## config.mk

```make
export PLATFORM = sky130hd
export DESIGN_NAME = sdram_ctrl
export DESIGN_NICKNAME = d
export VERILOG_FILES = /design/src/rtl/sdram_ctrl_pkg.sv /design/src/rtl/sdram_refresh_timer.sv /design/src/rtl/sdram_rd_pipe.sv /design/src/rtl/sdram_ctrl.sv
export SDC_FILE = /design/constraint.sdc
export NUM_CORES = 1
export LEC_CHECK = 0
export ABC_AREA = 1
export BUFFER_PORTS_ARGS = -buffer_cell sky130_fd_sc_hd__buf_4
export CORE_ASPECT_RATIO = 1.5
export CORE_MARGIN = 2
export CORE_UTILIZATION = 40
export DETAILED_ROUTE_END_ITERATION = 12
export PLACE_DENSITY = 0.62
export SLEW_MARGIN = 15
export SYNTH_ARGS = -nofsm -noshare
export SYNTH_HDL_FRONTEND = slang
export SYNTH_SLANG_ARGS = --single-unit
```

## constraint.sdc

```tcl
create_clock -name clk -period 3.8 [get_ports clk]
set_input_delay 0.38 -clock clk [delete_from_list [all_inputs] [get_ports clk]]
set_output_delay 0.38 -clock clk [all_outputs]
set_load 0.01 [all_outputs]
```

## src/rtl/sdram_ctrl_pkg.sv

```systemverilog
package sdram_ctrl_pkg;
  // {cs_n, ras_n, cas_n, we_n}
  typedef enum logic [3:0] {
    CMD_MRS = 4'b0000,
    CMD_REF = 4'b0001,
    CMD_PRE = 4'b0010,
    CMD_ACT = 4'b0011,
    CMD_WR  = 4'b0100,
    CMD_RD  = 4'b0101,
    CMD_NOP = 4'b0111
  } sd_cmd_e;

  typedef enum logic [2:0] {
    ST_PWRUP,
    ST_RF1,
    ST_RF2,
    ST_MODE,
    ST_IDLE,
    ST_COL
  } ctrl_state_e;
endpackage

```

## src/rtl/sdram_refresh_timer.sv

```systemverilog
module sdram_refresh_timer #(
  parameter int INTERVAL = 1953,
  localparam int CNT_W = $clog2(INTERVAL + 1)
) (
  input  logic clk,
  input  logic rst_n,
  input  logic en,
  input  logic ack,
  output logic pend
);
  logic [CNT_W-1:0] cnt_q;

  always_ff @(posedge clk) begin
    if (!rst_n) begin
      cnt_q <= CNT_W'(INTERVAL - 1);
      pend  <= 1'b0;
    end else begin
      if (ack) pend <= 1'b0;
      if (!en) begin
        cnt_q <= CNT_W'(INTERVAL - 1);
      end else if (cnt_q == '0) begin
        cnt_q <= CNT_W'(INTERVAL - 1);
        pend  <= 1'b1;
      end else begin
        cnt_q <= cnt_q - 1'b1;
      end
    end
  end

  // an owed refresh is never dropped before it is served
  a_r9_pend_sticky: assert property (@(posedge clk) disable iff (!rst_n)
    pend && !ack |=> pend);
  // the controller only acknowledges a refresh that is owed
  a_r9_ack_needs_pend: assert property (@(posedge clk) disable iff (!rst_n)
    ack |-> pend);
endmodule

```

## src/rtl/sdram_rd_pipe.sv

```systemverilog
module sdram_rd_pipe #(
  parameter int DATA_W  = 32,
  parameter int CAS_LAT = 3,
  localparam int DEPTH  = CAS_LAT + 1
) (
  input  logic              clk,
  input  logic              rst_n,
  input  logic              issue,
  input  logic [DATA_W-1:0] dq_in,
  output logic              rsp_valid,
  output logic [DATA_W-1:0] rsp_data
);
  logic [DEPTH-1:0] flight_q;

  always_ff @(posedge clk) begin
    if (!rst_n) begin
      flight_q  <= '0;
      rsp_valid <= 1'b0;
      rsp_data  <= '0;
    end else begin
      flight_q  <= {flight_q[DEPTH-2:0], issue};
      rsp_valid <= flight_q[DEPTH-1];
      if (flight_q[DEPTH-1]) rsp_data <= dq_in;
    end
  end

  // single-beat reads never overlap in the pipe
  a_r7_one_in_flight: assert property (@(posedge clk) disable iff (!rst_n)
    $countones(flight_q) <= 1);
  // the response strobe lasts one cycle
  a_r7_single_strobe: assert property (@(posedge clk) disable iff (!rst_n)
    rsp_valid |=> !rsp_valid);
endmodule

```

## src/rtl/sdram_ctrl.sv

```systemverilog
module sdram_ctrl
  import sdram_ctrl_pkg::*;
#(
  parameter int DATA_W         = 32,
  parameter int BANK_W         = 2,
  parameter int ROW_W          = 11,
  parameter int COL_W          = 8,
  parameter int CAS_LAT        = 3,
  parameter int CLK_KHZ        = 125000,
  parameter int INIT_CYCLES    = CLK_KHZ / 10,
  parameter int REFRESH_CYCLES = CLK_KHZ * 125 / 8000,
  parameter int T_RCD          = 3,
  parameter int T_RP           = 3,
  parameter int T_RFC          = 9,
  parameter int T_MRD          = 2,
  parameter int T_WR           = 2,
  localparam int ADDR_W        = BANK_W + ROW_W + COL_W,
  localparam int BE_W          = DATA_W / 8
) (
  input  logic              clk,
  input  logic              rst_n,
  input  logic              req_valid,
  output logic              req_ready,
  input  logic              req_write,
  input  logic [ADDR_W-1:0] req_addr,
  input  logic [DATA_W-1:0] req_wdata,
  input  logic [BE_W-1:0]   req_be,
  output logic              rsp_valid,
  output logic [DATA_W-1:0] rsp_data,
  output logic              sd_cke,
  output logic              sd_cs_n,
  output logic              sd_ras_n,
  output logic              sd_cas_n,
  output logic              sd_we_n,
  output logic [BANK_W-1:0] sd_ba,
  output logic [ROW_W-1:0]  sd_addr,
  output logic [BE_W-1:0]   sd_dqm,
  output logic [DATA_W-1:0] sd_dq_out,
  output logic              sd_dq_oe,
  input  logic [DATA_W-1:0] sd_dq_in
);
  localparam int AP_BIT  = 10;
  localparam int RD_HOLD = CAS_LAT + T_RP;
  localparam int WR_HOLD = T_WR + T_RP;
  localparam int WAIT_W  = $clog2(INIT_CYCLES + T_RFC + RD_HOLD + WR_HOLD + 1);
  localparam logic [ROW_W-1:0] MODE_WORD = ROW_W'(CAS_LAT << 4);

  sd_cmd_e            cmd_q;
  ctrl_state_e        st_q;
  logic [WAIT_W-1:0]  wait_q;
  logic               wr_q;
  logic [COL_W-1:0]   col_q;
  logic [DATA_W-1:0]  wdata_q;
  logic [BE_W-1:0]    be_q;
  logic               ref_pend;
  logic               ref_ack;
  logic               slot_free;
  logic               init_done;
  logic               rd_issue;
  logic [ROW_W-1:0]   col_word;
  logic [BANK_W-1:0]  req_bank;
  logic [ROW_W-1:0]   req_row;

  assign {sd_cs_n, sd_ras_n, sd_cas_n, sd_we_n} = cmd_q;
  assign sd_cke    = 1'b1;
  assign slot_free = (wait_q == '0);
  assign init_done = (st_q == ST_IDLE) || (st_q == ST_COL);
  assign req_ready = (st_q == ST_IDLE) && slot_free && !ref_pend;
  assign ref_ack   = (st_q == ST_IDLE) && slot_free && ref_pend;
  assign rd_issue  = (st_q == ST_COL) && slot_free && !wr_q;
  assign req_bank  = req_addr[ADDR_W-1 -: BANK_W];
  assign req_row   = req_addr[COL_W +: ROW_W];

  always_comb begin
    col_word         = ROW_W'(col_q);
    col_word[AP_BIT] = 1'b1;
  end

  always_ff @(posedge clk) begin
    if (!rst_n) begin
      st_q      <= ST_PWRUP;
      wait_q    <= WAIT_W'(INIT_CYCLES - 1);
      cmd_q     <= CMD_NOP;
      sd_ba     <= '0;
      sd_addr   <= '0;
      sd_dqm    <= '1;
      sd_dq_out <= '0;
      sd_dq_oe  <= 1'b0;
      wr_q      <= 1'b0;
      col_q     <= '0;
      wdata_q   <= '0;
      be_q      <= '0;
    end else begin
      cmd_q    <= CMD_NOP;
      sd_dq_oe <= 1'b0;
      if (!slot_free) begin
        wait_q <= wait_q - 1'b1;
      end else begin
        unique case (st_q)
          ST_PWRUP: begin
            cmd_q           <= CMD_PRE;
            sd_addr         <= '0;
            sd_addr[AP_BIT] <= 1'b1;
            wait_q          <= WAIT_W'(T_RP - 1);
            st_q            <= ST_RF1;
          end
          ST_RF1: begin
            cmd_q  <= CMD_REF;
            wait_q <= WAIT_W'(T_RFC - 1);
            st_q   <= ST_RF2;
          end
          ST_RF2: begin
            cmd_q  <= CMD_REF;
            wait_q <= WAIT_W'(T_RFC - 1);
            st_q   <= ST_MODE;
          end
          ST_MODE: begin
            cmd_q   <= CMD_MRS;
            sd_ba   <= '0;
            sd_addr <= MODE_WORD;
            wait_q  <= WAIT_W'(T_MRD - 1);
            st_q    <= ST_IDLE;
          end
          ST_IDLE: begin
            if (ref_pend) begin
              cmd_q  <= CMD_REF;
              wait_q <= WAIT_W'(T_RFC - 1);
            end else if (req_valid) begin
              cmd_q   <= CMD_ACT;
              sd_ba   <= req_bank;
              sd_addr <= req_row;
              wr_q    <= req_write;
              col_q   <= req_addr[COL_W-1:0];
              wdata_q <= req_wdata;
              be_q    <= req_be;
              wait_q  <= WAIT_W'(T_RCD - 1);
              st_q    <= ST_COL;
            end
          end
          ST_COL: begin
            sd_addr <= col_word;
            if (wr_q) begin
              cmd_q     <= CMD_WR;
              sd_dqm    <= ~be_q;
              sd_dq_out <= wdata_q;
              sd_dq_oe  <= 1'b1;
              wait_q    <= WAIT_W'(WR_HOLD - 1);
            end else begin
              cmd_q  <= CMD_RD;
              sd_dqm <= '0;
              wait_q <= WAIT_W'(RD_HOLD - 1);
            end
            st_q <= ST_IDLE;
          end
          default: st_q <= ST_PWRUP;
        endcase
      end
    end
  end

  sdram_refresh_timer #(.INTERVAL(REFRESH_CYCLES)) u_refresh (
    .clk  (clk),
    .rst_n(rst_n),
    .en   (init_done),
    .ack  (ref_ack),
    .pend (ref_pend)
  );

  sdram_rd_pipe #(.DATA_W(DATA_W), .CAS_LAT(CAS_LAT)) u_rd_pipe (
    .clk      (clk),
    .rst_n    (rst_n),
    .issue    (rd_issue),
    .dq_in    (sd_dq_in),
    .rsp_valid(rsp_valid),
    .rsp_data (rsp_data)
  );

  // after an acceptance the port closes for the access
  a_r10_busy_after_accept: assert property (@(posedge clk) disable iff (!rst_n)
    req_valid && req_ready |=> !req_ready);
  // column commands always request auto-precharge
  a_r5_col_autoprecharge: assert property (@(posedge clk) disable iff (!rst_n)
    (cmd_q == CMD_RD || cmd_q == CMD_WR) |-> sd_addr[AP_BIT]);
  // the data bus is driven only alongside a write
  a_r8_oe_with_write: assert property (@(posedge clk) disable iff (!rst_n)
    sd_dq_oe |-> cmd_q == CMD_WR);
  // the mode load carries bank zero and the programmed word
  a_r3_mode_word: assert property (@(posedge clk) disable iff (!rst_n)
    cmd_q == CMD_MRS |-> (sd_addr == MODE_WORD && sd_ba == '0));
  // clock enable never drops
  a_r1_cke_high: assert property (@(posedge clk) disable iff (!rst_n) sd_cke);
endmodule

```

# Word-level counts from Yosys, hierarchy flattened
# Index checks and enable logic that the tools add are counted.
[word_totals] reg_bits=165 wordCells=80 input_bits=93 output_inout_bits=89
[op_classes] n_reduce_logical=25 n_bitwise=4 mux=23 n_eq_ne=9 n_addsub=2
[op_table] operator="$pmux 14 s5" count=1
[op_table] operator="$pmux 11 s4" count=1
[op_table] operator="$mux 14" count=3
[op_table] operator="$pmux 3 s5" count=2
[op_table] operator="$mux 11" count=2
[op_table] operator="$logic_not 14->1" count=1
[op_table] operator="$sub 14x1->14 const B" count=1
[op_table] operator="$mux 3" count=4
[op_table] operator="$reduce_and 4->1" count=3
[op_table] operator="$logic_not 11->1" count=1
[op_table] operator="$sub 11x1->11 const B" count=1
[op_table] operator="$reduce_and 3->1" count=3
[op_table] operator="$eq 3x2->1 const B" count=2
[op_table] operator="$eq 3x3->1 const B" count=2
[op_table] operator="$mux 1" count=6
[op_table] operator="$ne 6x2->1 const B" count=1
[op_table] operator="$reduce_and 2->1" count=3
[op_table] operator="$logic_and 1x1->1" count=5
[op_table] operator="$mux 2" count=2
[op_table] operator="$mux 4" count=1
[op_table] operator="$ne 2x2->1 const B" count=2
[op_table] operator="$ne 4x3->1 const B" count=1
[op_table] operator="$not 4->4" count=1
[op_table] operator="$pmux 2 s2" count=1
[op_table] operator="other kinds (9)" count=13

# Depth between registers and ports, before layout
# Gate-level depths: netlist of run 1.
[logic_depth] word_depth=6 depth_mapped=12

# Cells and area by module
# From an unflattened synthesis of run 1, not the netlist that was laid out.
[hier_totals] hier_cells=991 hier_area_um2=6831.6
[by_module_without_submodules] mod="sdram_ctrl" cells_each=709 area_each_um2=4855.9 seq_area_each_um2=2302.2 n_inst=1
[by_module_without_submodules] mod="sdram_rd_pipe" cells_each=218 area_each_um2=1458.9 seq_area_each_um2=740.7 n_inst=1
[by_module_without_submodules] mod="sdram_refresh_timer" cells_each=64 area_each_um2=516.7 seq_area_each_um2=240.2 n_inst=1

# Worst setup path before layout of run 1
# No wires, ideal clock.
[synth_timing] path_kind="register -> register" from="reg wait_q[0]" to="reg sd_dq_out[0]" t_required_ns=3.687 stages_incl_launch_ff=12 setup_ns=0.113 arrival_ns=1.553 slack_ns=2.134 path_cell_list="dfxtp_1 -> inv_1 -> ha_1 -> nand2_2 -> nor2_4 -> nand2_4 -> nor2_4 -> nand2_2 -> buf_6 -> buf_2 -> nor2_1 -> nor2_1"
[synth_between] elab_chain_cells=2
[synth_lines] element="from (decl)" line="sdram_ctrl.sv:50" source="logic [WAIT_W-1:0] wait_q;"
[synth_lines] element="from (signal assigned)" line="sdram_ctrl.sv:82" source="wait_q <= WAIT_W'(INIT_CYCLES - 1);"
[synth_lines] element="from (signal assigned)" line="sdram_ctrl.sv:97" source="wait_q <= wait_q - 1'b1;"
[synth_lines] element="from (signal assigned)" line="sdram_ctrl.sv:104" source="wait_q <= WAIT_W'(T_RP - 1);"
[synth_lines] element="$logic_not 14->1" line="sdram_ctrl.sv:66" source="assign slot_free = (wait_q == '0);"
[synth_lines] element="$reduce_and 3->1 (no source line)"
[synth_lines] element="to (signal assigned)" line="sdram_ctrl.sv:145" source="sd_dq_out <= wdata_q;"
[synth_lines] element="to (decl)" line="sdram_ctrl.sv:38" source="output logic [DATA_W-1:0] sd_dq_out,"
# Every way passes these cells.
# A chain may end at the register's enable or synchronous reset.

# Worst setup path in the final report of run 1
[layout_timing] from="reg wait_q[0]" to="reg sd_dq_out[20]"
# The elaborated chain is that of the path after synthesis.

==> results.json, run 1 <==
{
  "gp_congestion": 0.777,
  "fin_ws_ps": 1360,
  "cts.sinks": 164,
  "ys_ff_latch": 164,
  "io_pins": 182,
  "regToRegSetupSlack_ps": 1360,
  "die_w_um": 110,
  "maxClockFrequency_ghz": 0.409,
  "core_sq_um": 16600,
  "cts_root_buf": "clkbuf_16",
  "gr-total-overflow": 0,
  "synth_cells": 985,
  "path_clk_slew_ps": 60,
  "setup_violations": 0,
  "vias": 6142,
  "regToRegEndpoint": "sd_dq_out[20]$_SDFFE_PN0P_",
  "critical_path.endpoint": "sd_dq_out[20]$_SDFFE_PN0P_",
  "rsz0062_at_grt": "false",
  "tightest_slew_ps": 983,
  "synthDistinctLibCells": 28,
  "p_leak_nw": 4.63,
  "syn2layout_area_growth_pct": 30.0,
  "cts_max_level": 4,
  "worstSetupStartpoint": "wait_q[0]$_SDFFE_PN1P_",
  "grt_pass1_vias": 5558,
  "cp-start-kind": "register",
  "cts_made_buffers": 17,
  "relSlewSlack": 0.344,
  "place.port_buffers": 179,
  "num_rows": 58,
  "synthArstFlopShare": 0,
  "initial_core_util": 0.406,
  "required_ps": 4110,
  "cap_viol_max_count": 0,
  "power_density_nw_per_um2": 414,
  "peakVddDrop_uv": 241,
  "setup_tns_ps": 0,
  "synth-edff-count": 0,
  "grt_first_pass_wirelength_um": 25800,
  "grt_max_degree": 91,
  "finalNetCount": 1235,
  "yosysTopAreaCell": "dfxtp_1",
  "dp_slack_ps": 1340,
  "dieArea_sq_um": 17900,
  "critPathCaptureType": "register",
  "ys_top_cells_by_area": "dfxtp_1, nor2_1, nand2_1",
  "drc": 0,
  "antenna_found_initial": 0,
  "drive_above_1_share": 0.202,
  "fin_skew_ps": 10.1,
  "clock_latency_ps": 420,
  "netlist_area_sq_um": 6750,
  "placed_area_sq_um": 8160,
  "hold_viol": 0,
  "cts_resized": 0,
  "yosys_warnings": 0,
  "num_antenna_cells": 0,
  "r2r-start": "wait_q[0]$_SDFFE_PN1P_",
  "avgRoutedWirePerCell_um": 11.9,
  "final_area_sq_um": 8770,
  "crit_type": "reg2reg",
  "viasPerCell": 4.51,
  "ys_seq_area_frac": 0.487,
  "syn_avg_cell_area_sq_um": 6.85,
  "drv_slew": 0,
  "hp-class": "in2reg",
  "drtIter0Drc": 265,
  "cp_max_fo": 42,
  "period_needed_ps": 2440,
  "worstPathArrival_ps": 2760,
  "synth_nets": 1081,
  "clockBufferDepth": 2,
  "firstDrtPassIters": 5,
  "cts_hold_buf": 0,
  "final.period_utilization": 0.643,
  "reg2reg_depth": 10,
  "die_h_um": 163,
  "cts_setup_buffers": 0,
  "hpwlAfterDp_um": 10900,
  "outcome": "complete, no violations",
  "ant_nets": 0,
  "cts_tree": "done",
  "synth_top_flop_cell": "dfxtp_1",
  "synth_top_cell_area_share": 0.487,
  "grtUsageTotal": 0.181,
  "routed_wirelength_um": 16200
}
per-stage QoR:
| stage | util | hold WS [ps] | instances | total power [mW] |
|---|---|---|---|---|
| 3_3_place_gp | 0.491 | 395 | 1330 | 1.89 |
| 5_1_grt | 0.528 | 163 | 1361 | 3.77 |
| 6_report | 0.528 | 177 | 1361 | 3.63 |
| 2_1_floorplan | - | 390 | 985 | 1.80 |
| 4_1_cts | 0.528 | 160 | 1361 | 3.68 |
| 3_5_place_dp | 0.491 | 401 | 1330 | 1.89 |
cell type report:
cell class | instances | area (sq um)
clock buffers | 18 | 429
clock inverters | 13 | 184
fillers | 1648 | 7850
inverters | 117 | 439
multi-input cells | 656 | 2800
flip-flops and latches | 164 | 3280
well taps | 210 | 263
repair buffers | 183 | 1370
worst max-delay path: stages (launching register included):
cell,delay [ps]
dfxtp_1,310
inv_1,100
ha_1,220
nand2_2,110
nor2_4,170
nand2_4,180
nor2_4,190
nand2_2,450
buf_4,410
nor2_1,130
nor2_1,60
layer usage:
metal  GRT usage  routed length, um  vias to the layer above
met5           0                  0                        -
met4      0.0656                282                        0
met3      0.0630               1150                       23
met2       0.300               8020                      165
met1       0.214               6790                     2661
li1            -                  -                     3293
logic make-up (layout without fill, tap and decap cells):
| family | Yosys count | after routing | synth area share |
|---|---|---|---|
| AOI/OAI and AO/OA | 89 | 89 | 0.0681 |
| xor gates and xnor gates | 5 | 5 | 0.00649 |
| adders and majority gates | 3 | 3 | 0.00556 |
| buffers and inverters | 165 | 331 | 0.0992 |
| DFF | 164 | 164 | 0.487 |
| other | 2 | 2 | 0.00111 |
| and+or+nand+nor | 557 | 557 | 0.333 |
state kept, by name (all words and copies together), names as in the netlist, 2 cells and up:
signal	cells
be_q	4
cmd_q	3
col_q	8
sd_addr	11
sd_ba	2
sd_dq_out	32
sd_dqm	4
st_q	3
u_rd_pipe.flight_q	4
u_rd_pipe.rsp_data	32
u_refresh.cnt_q	11
wait_q	14
wdata_q	32
worst min-delay path by stage:
stage / from / to / cells past startpoint
after CTS: req_wdata[15] / wdata_q[15]$_SDFFE_PN0P_ / 3
after detailed placement: u_rd_pipe.flight_q[2]$_SDFF_PN0_ / u_rd_pipe.flight_q[3]$_SDFF_PN0_ / 2
final: req_wdata[15] / wdata_q[15]$_SDFFE_PN0P_ / 3
after global placement: u_rd_pipe.flight_q[2]$_SDFF_PN0_ / u_rd_pipe.flight_q[3]$_SDFF_PN0_ / 2
after global routing: sd_dq_in[19] / u_rd_pipe.rsp_data[19]$_SDFFE_PN0P_ / 3
after floorplan: u_rd_pipe.flight_q[0]$_SDFF_PN0_ / u_rd_pipe.flight_q[1]$_SDFF_PN0_ / 2
cells in the mapped netlist, types with 5 or more instances:
cell type	count
nand3_1	52
o21ai_0	64
nor3_1	6
inv_1	113
clkbuf_1	27
nand2_1	220
nor2_2	5
nor2_1	256
a21oi_1	19
buf_2	16
xor2_1	5
dfxtp_1	164
nand2_2	6
placed cells by master (no fill, tap or decap), drive strengths merged:
cell type	n
clkbuf	18
inv	118
a21oi	19
nand2	227
o31ai	1
xor2	5
nand3	52
o21ai	64
o211ai	3
nand4	3
nand3b	3
clkinvlp	3
o21a	1
or2	1
dfxtp	164
nor3b	1
conb	2
ha	3
bufinv	4
nor3	6
buf	183
nor2	264
clkinv	5
a31oi	1
power breakdown:
part	total (mW)	switching, mW	internal [mW]
clock	1.78	0.686	1.10
sequential	1.73	0.00351	1.72
combinational	0.120	0.0514	0.0682
total	3.63	0.741	2.89
Note: power is estimated with default switching activity, not from simulation.
==> run 2, diff against run 1 <==
- ABC_AREA: 1 -> 0
- PLACE_DENSITY: 0.62 -> 0.64
- clock period: 3.8 -> 2 ns (I/O delays scaled with it)
==> run 2 against run 1 <==
  * Combinational power up 150%
  * Cell count down 18%
  * Clock skew up 2.2 ps
  * Power up 86%
  * Worst hold slack worse by 150 ps
  * Global-route usage down 0.59 points
  * Sequential share of layout area down 1.2 points
  * Critical endpoint is now req_ready
  * Synthesized cell count down 28%
  * Via count down 12%
  * Largest power group is now registers
==> results.json, run 2 <==
{
  "drc": 0,
  "yosysTopAreaCell": "dfxtp_1",
  "antenna_found_initial": 0,
  "gr-total-overflow": 0,
  "regToRegEndpoint": "sd_dq_out[23]$_SDFFE_PN0P_",
  "clkPwrFrac": 0.469,
  "fin_skew_ps": 12.2,
  "die_h_um": 164,
  "drtIter0Drc": 202,
  "firstDrtPassIters": 4,
  "viasPerCell": 4.83,
  "syn_avg_cell_area_sq_um": 9.59,
  "avgRoutedWirePerCell_um": 14.2,
  "synth_common_cells": "nand2_1, dfxtp_1, mux2i_1",
  "ys_top_cells_by_area": "dfxtp_1, mux2i_1, nand2_1",
  "hp-class": "in2reg",
  "maxClockFrequency_ghz": 0.506,
  "grt_max_degree": 74,
  "grtUsageTotal": 0.175,
  "regToRegSetupSlack_ps": 90,
  "crit_type": "reg2out",
  "rsz0062_at_grt": "true",
  "layout_commonest_cell": "buf_4",
  "power.share.switching": 0.229,
  "critPathCaptureType": "output port",
  "initial_core_util": 0.407,
  "place.port_buffers": 179,
  "yosys_warnings": 0,
  "reg2reg_depth": 7,
  "cp-start-kind": "register",
  "synth_top_flop_cell": "dfxtp_1",
  "reg_top3": "sd_dq_out: 32 flops, u_rd_pipe.rsp_data: 32 flops, wdata_q: 32 flops",
  "cts.sinks": 164,
  "path_clk_slew_ps": 70,
  "fin_util": 0.545,
  "final_area_sq_um": 9090,
  "tightest_slew_ps": 625,
  "drv_slew": 0,
  "hpwlAfterDp_um": 10800,
  "grt_first_pass_wirelength_um": 25100,
  "worstPathArrival_ps": 1780,
  "yosysMostFrequentCell": "nand2_1",
  "setup_violations": 0,
  "hold_viol": 0,
  "gp_congestion": 0.820,
  "synth_cells": 708,
  "syn2layout_area_growth_pct": 33.9,
  "synth-edff-count": 0,
  "required_ps": 1800,
  "seq_power_share": 0.487,
  "power.switching_mw": 1.55,
  "synthArstFlopShare": 0,
  "period_needed_ps": 1980,
  "r2r-start": "wait_q[1]$_SDFFE_PN1P_",
  "cts_tree": "done",
  "critical_path.endpoint": "req_ready",
  "dieArea_sq_um": 18100,
  "combPwrFrac": 0.044,
  "grt_pass1_vias": 5189,
  "cts_max_level": 4,
  "io_pins": 182,
  "worstSetupStartpoint": "wait_q[1]$_SDFFE_PN1P_",
  "placed_area_sq_um": 8370,
  "finalNetCount": 987,
  "intPower_mw": 5.20,
  "ant_nets": 0,
  "final_cell_mix": "buf_4, nand2_1, dfxtp_1",
  "cap_viol_max_count": 0,
  "netlist_area_sq_um": 6790,
  "die_w_um": 110,
  "num_rows": 58,
  "core_sq_um": 16700,
  "clock_latency_ps": 420,
  "place_inst": 1072,
  "synthDistinctLibCells": 49,
  "clockBufferDepth": 2,
  "drive_above_1_share": 0.301,
  "cts_made_buffers": 17,
  "cp_max_fo": 3,
  "synth_top_cell_area_share": 0.484,
  "setup_tns_ps": 0,
  "fin_cells": 1114,
  "vias": 5386,
  "cts_root_buf": "clkbuf_16",
  "final.period_utilization": 0.988,
  "relSlewSlack": 0.580,
  "peakVddDrop_uv": 416,
  "ys_seq_area_frac": 0.484,
  "ys_ff_latch": 164,
  "routed_wirelength_um": 15800,
  "synth_nets": 804,
  "cts_hold_buf": 0,
  "hold-worst-slack_ps": 22.6,
  "power_density_nw_per_um2": 742,
  "p_leak_nw": 3.51,
  "outcome": "complete, no violations",
  "num_antenna_cells": 0
}
==> run 2: cell types whose count changed after synthesis, moves of 36 or more <==
cell | before | now
o21ai_0 | 64 | 12
nor2b_1 | 0 | 36
nor2_1 | 256 | 19
mux2i_1 | 0 | 122
nand2_1 | 220 | 174
inv_1 | 113 | 8
==> run 2: how the worst min path moves through the flow <==
stage                                          start                                to  cells past startpoint
floorplan                                  req_be[0]              be_q[0]$_SDFFE_PN0P_                      2
global placement    u_rd_pipe.flight_q[0]$_SDFF_PN0_  u_rd_pipe.flight_q[1]$_SDFF_PN0_                      1
detailed placement  u_rd_pipe.flight_q[0]$_SDFF_PN0_  u_rd_pipe.flight_q[1]$_SDFF_PN0_                      1
CTS                                     req_wdata[4]           wdata_q[4]$_SDFFE_PN0P_                      3
global route                           req_wdata[11]          wdata_q[11]$_SDFFE_PN0P_                      3
finish                                 req_wdata[11]          wdata_q[11]$_SDFFE_PN0P_                      3
==> run 2: cells by family (layout without fill, tap and decap cells) <==
logic type | Yosys count | count (layout) | share of synthesized area
and+or+nand+nor | 301 | 301 | 0.214
adders and majority gates | 3 | 3 | 0.00553
DFF | 164 | 164 | 0.484
muxes | 128 | 128 | 0.190
AOI/OAI and AO/OA | 40 | 40 | 0.0404
buffers and inverters | 59 | 255 | 0.0520
xor gates and xnor gates | 11 | 11 | 0.0142
other | 2 | 2 | 0.00111
==> run 2: critical path, cell delays in order (launching register included) <==
cell	delay [ps]
dfxtp_2	330
inv_2	60
ha_4	130
nor3b_4	250
nand4_4	130
buf_6	150
nor3_4	180
buf_6	130
==> run 2: metal layers <==
metal	vias up	global-route usage	wire, um
li1	2743	-	-
met1	2483	0.208	6630
met2	143	0.306	8170
met3	17	0.0439	827
met4	0	0.0551	208
met5	-	0	0
==> run 2: final cells by class <==
| class | instances | area (sq um) |
|---|---|---|
| Sequential cell | 164 | 3290 |
| Clock buffer | 18 | 429 |
| Fill cell | 1607 | 7600 |
| Timing Repair Buffer | 215 | 1740 |
| Multi-Input combinational cell | 485 | 3190 |
| Inverter | 8 | 30.0 |
| Clock inverter | 14 | 146 |
| Tap cell | 210 | 263 |
==> run 2: power groups by stage <==
stage | clock network [mW] | registers (mW) | logic (mW)
6_report | 3.16 | 3.28 | 0.299
5_1_grt | 3.38 | 3.28 | 0.330
4_1_cts | 3.25 | 3.28 | 0.297
3_5_place_dp | 0 | 3.35 | 0.289
3_3_place_gp | 0 | 3.35 | 0.288
2_1_floorplan | 0 | 3.35 | 0.116
==> run 2: timing repair <==
item,4_1_cts,5_1_grt
setup endpoints to repair,5,68
pin swaps,2,5
buffers inserted,5,4
resized for setup,7,7
gates cloned,0,1
==> run 2: metrics by stage <==
stage	power [mW]	setup slack (ps)
after global routing	6.99	-39.5
after global placement	3.64	60.0
after CTS	6.82	19.8
after detailed placement	3.64	24.1
final	6.74	23.4
after floorplan	3.47	6.09
==> run 3, diff against run 2 <==
- MAX_ROUTING_LAYER: default -> met4
==> run 3 against run 2 <==
  * Sequential share of layout area is the same
  * Highest routed layer unchanged
  * Worst setup slack gained 0.64 ps
  * Non-clock buffer count is the same
  * Utilization is the same
  * Wire length shrank 0.11%
==> results.json, run 3 (synthesis gave the netlist of run 2 again) <==
{
  "fin_skew_ps": 11.9,
  "grt_first_pass_wirelength_um": 25100,
  "layout_commonest_cell": "buf_4",
  "antenna_found_initial": 0,
  "num_antenna_cells": 0,
  "tightest_slew_ps": 625,
  "num_rows": 58,
  "cp-start-kind": "register",
  "met3_usage": 0.0403,
  "grt_max_degree": 74,
  "finalNetCount": 987,
  "path_clk_slew_ps": 70,
  "hpwlAfterDp_um": 10800,
  "vias": 5366,
  "drive_above_1_share": 0.301,
  "grt_use_met2": 0.306,
  "gp_congestion": 0.832,
  "avgRoutedWirePerCell_um": 14.2,
  "reg_top3": "sd_dq_out: 32 flops, u_rd_pipe.rsp_data: 32 flops, wdata_q: 32 flops",
  "cap_viol_max_count": 0,
  "required_ps": 1800,
  "drc": 0,
  "grt_pass1_vias": 5188,
  "cts_made_buffers": 17,
  "firstDrtPassIters": 4,
  "period_needed_ps": 1980,
  "clock_latency_ps": 420,
  "outcome": "complete, no violations",
  "die_h_um": 164,
  "hp-class": "in2reg",
  "initial_core_util": 0.407,
  "clockBufferDepth": 2,
  "grt.busiest_layer": "met2",
  "cts.sinks": 164,
  "syn2layout_area_growth_pct": 33.9,
  "final.period_utilization": 0.988,
  "relSlewSlack": 0.580,
  "core_sq_um": 16700,
  "place.port_buffers": 179,
  "die_w_um": 110,
  "final_cell_mix": "buf_4, nand2_1, dfxtp_1",
  "power_density_nw_per_um2": 741,
  "routed_wirelength_um": 15800,
  "hold-worst-slack_ps": 22.3,
  "grtUsageTotal": 0.180,
  "cp_max_fo": 3,
  "drv_slew": 0,
  "peakVddDrop_uv": 416,
  "maxClockFrequency_ghz": 0.506,
  "crit_type": "reg2out",
  "cts_tree": "done",
  "rsz0062_at_grt": "true",
  "ant_nets": 0,
  "dieArea_sq_um": 18100,
  "worstPathArrival_ps": 1780,
  "cts_root_buf": "clkbuf_16",
  "io_pins": 182,
  "gr-total-overflow": 0,
  "critPathCaptureType": "output port",
  "viasPerCell": 4.82,
  "p_leak_nw": 3.51,
  "hold_viol": 0,
  "setup_tns_ps": 0,
  "setup_violations": 0,
  "grtUsageMet1": 0.211,
  "drtIter0Drc": 243,
  "cts_max_level": 4
}
## run 3: cell counts in the layout (fill, tap and decap cells not counted)
Identical to the previous run, type by type.
## run 3: final cells by class
type / instances / area, sq um
Clock inverter: 14 / 146
Timing Repair Buffer: 215 / 1740
Clock buffer: 18 / 429
Tap cell: 210 / 263
Fill cell: 1607 / 7600
Multi-Input combinational cell: 485 / 3190
Sequential cell: 164 / 3290
Inverter: 8 / 30.0
## run 3: stage by stage
stage               setup slack, ps   util  cells  total power, mW  cell area, sq um
CTS                            19.8  0.540   1109             6.82              9010
global route                  -39.5  0.545   1114             6.99              9090
global placement               60.0  0.501   1072             3.64              8370
finish                         24.1  0.545   1114             6.74              9090
floorplan                      6.09      -    708             3.47              6790
detailed placement             24.1  0.501   1072             3.64              8370
## run 3: timing repair
item	CTS	global route
gates resized for setup	7	7
hold buffers	0	0
cloned	0	1
setup buffers	5	4
pin swaps	2	5
endpoints found under the setup margin	5	68
## run 3: critical path, stage by stage (launching register included)
cell and delay [ps]:
dfxtp_2 330, inv_2 60, ha_4 130, nor3b_4 250, nand4_4 120, buf_6 150
nor3_4 190, buf_6 130
## run 3: final timing paths
check,end,from,cells after the start,slack [ps]
setup / recovery,req_ready,wait_q[1]$_SDFFE_PN1P_,7,20
setup reg to reg,sd_dq_out[23]$_SDFFE_PN0P_,wait_q[1]$_SDFFE_PN1P_,7,90
hold reg to reg,u_rd_pipe.flight_q[2]$_SDFF_PN0_,u_rd_pipe.flight_q[1]$_SDFF_PN0_,1,430
hold / removal,wdata_q[11]$_SDFFE_PN0P_,req_wdata[11],3,20
## run 3: power breakdown
group          internal [mW]  leakage (nW)  switching, mW
Combinational          0.172          1.91          0.126
Clock                   1.75         0.278           1.41
Sequential              3.27          1.32        0.00936
## run 3: per-layer routing
layer | share of wire | wire (um) | vias to the layer above
li1 | - | - | 2744
met1 | 0.42 | 6690 | 2472
met2 | 0.52 | 8170 | 133
met3 | 0.048 | 753 | 17
met4 | 0.013 | 204 | 0
met5 | 0 | 0 | -
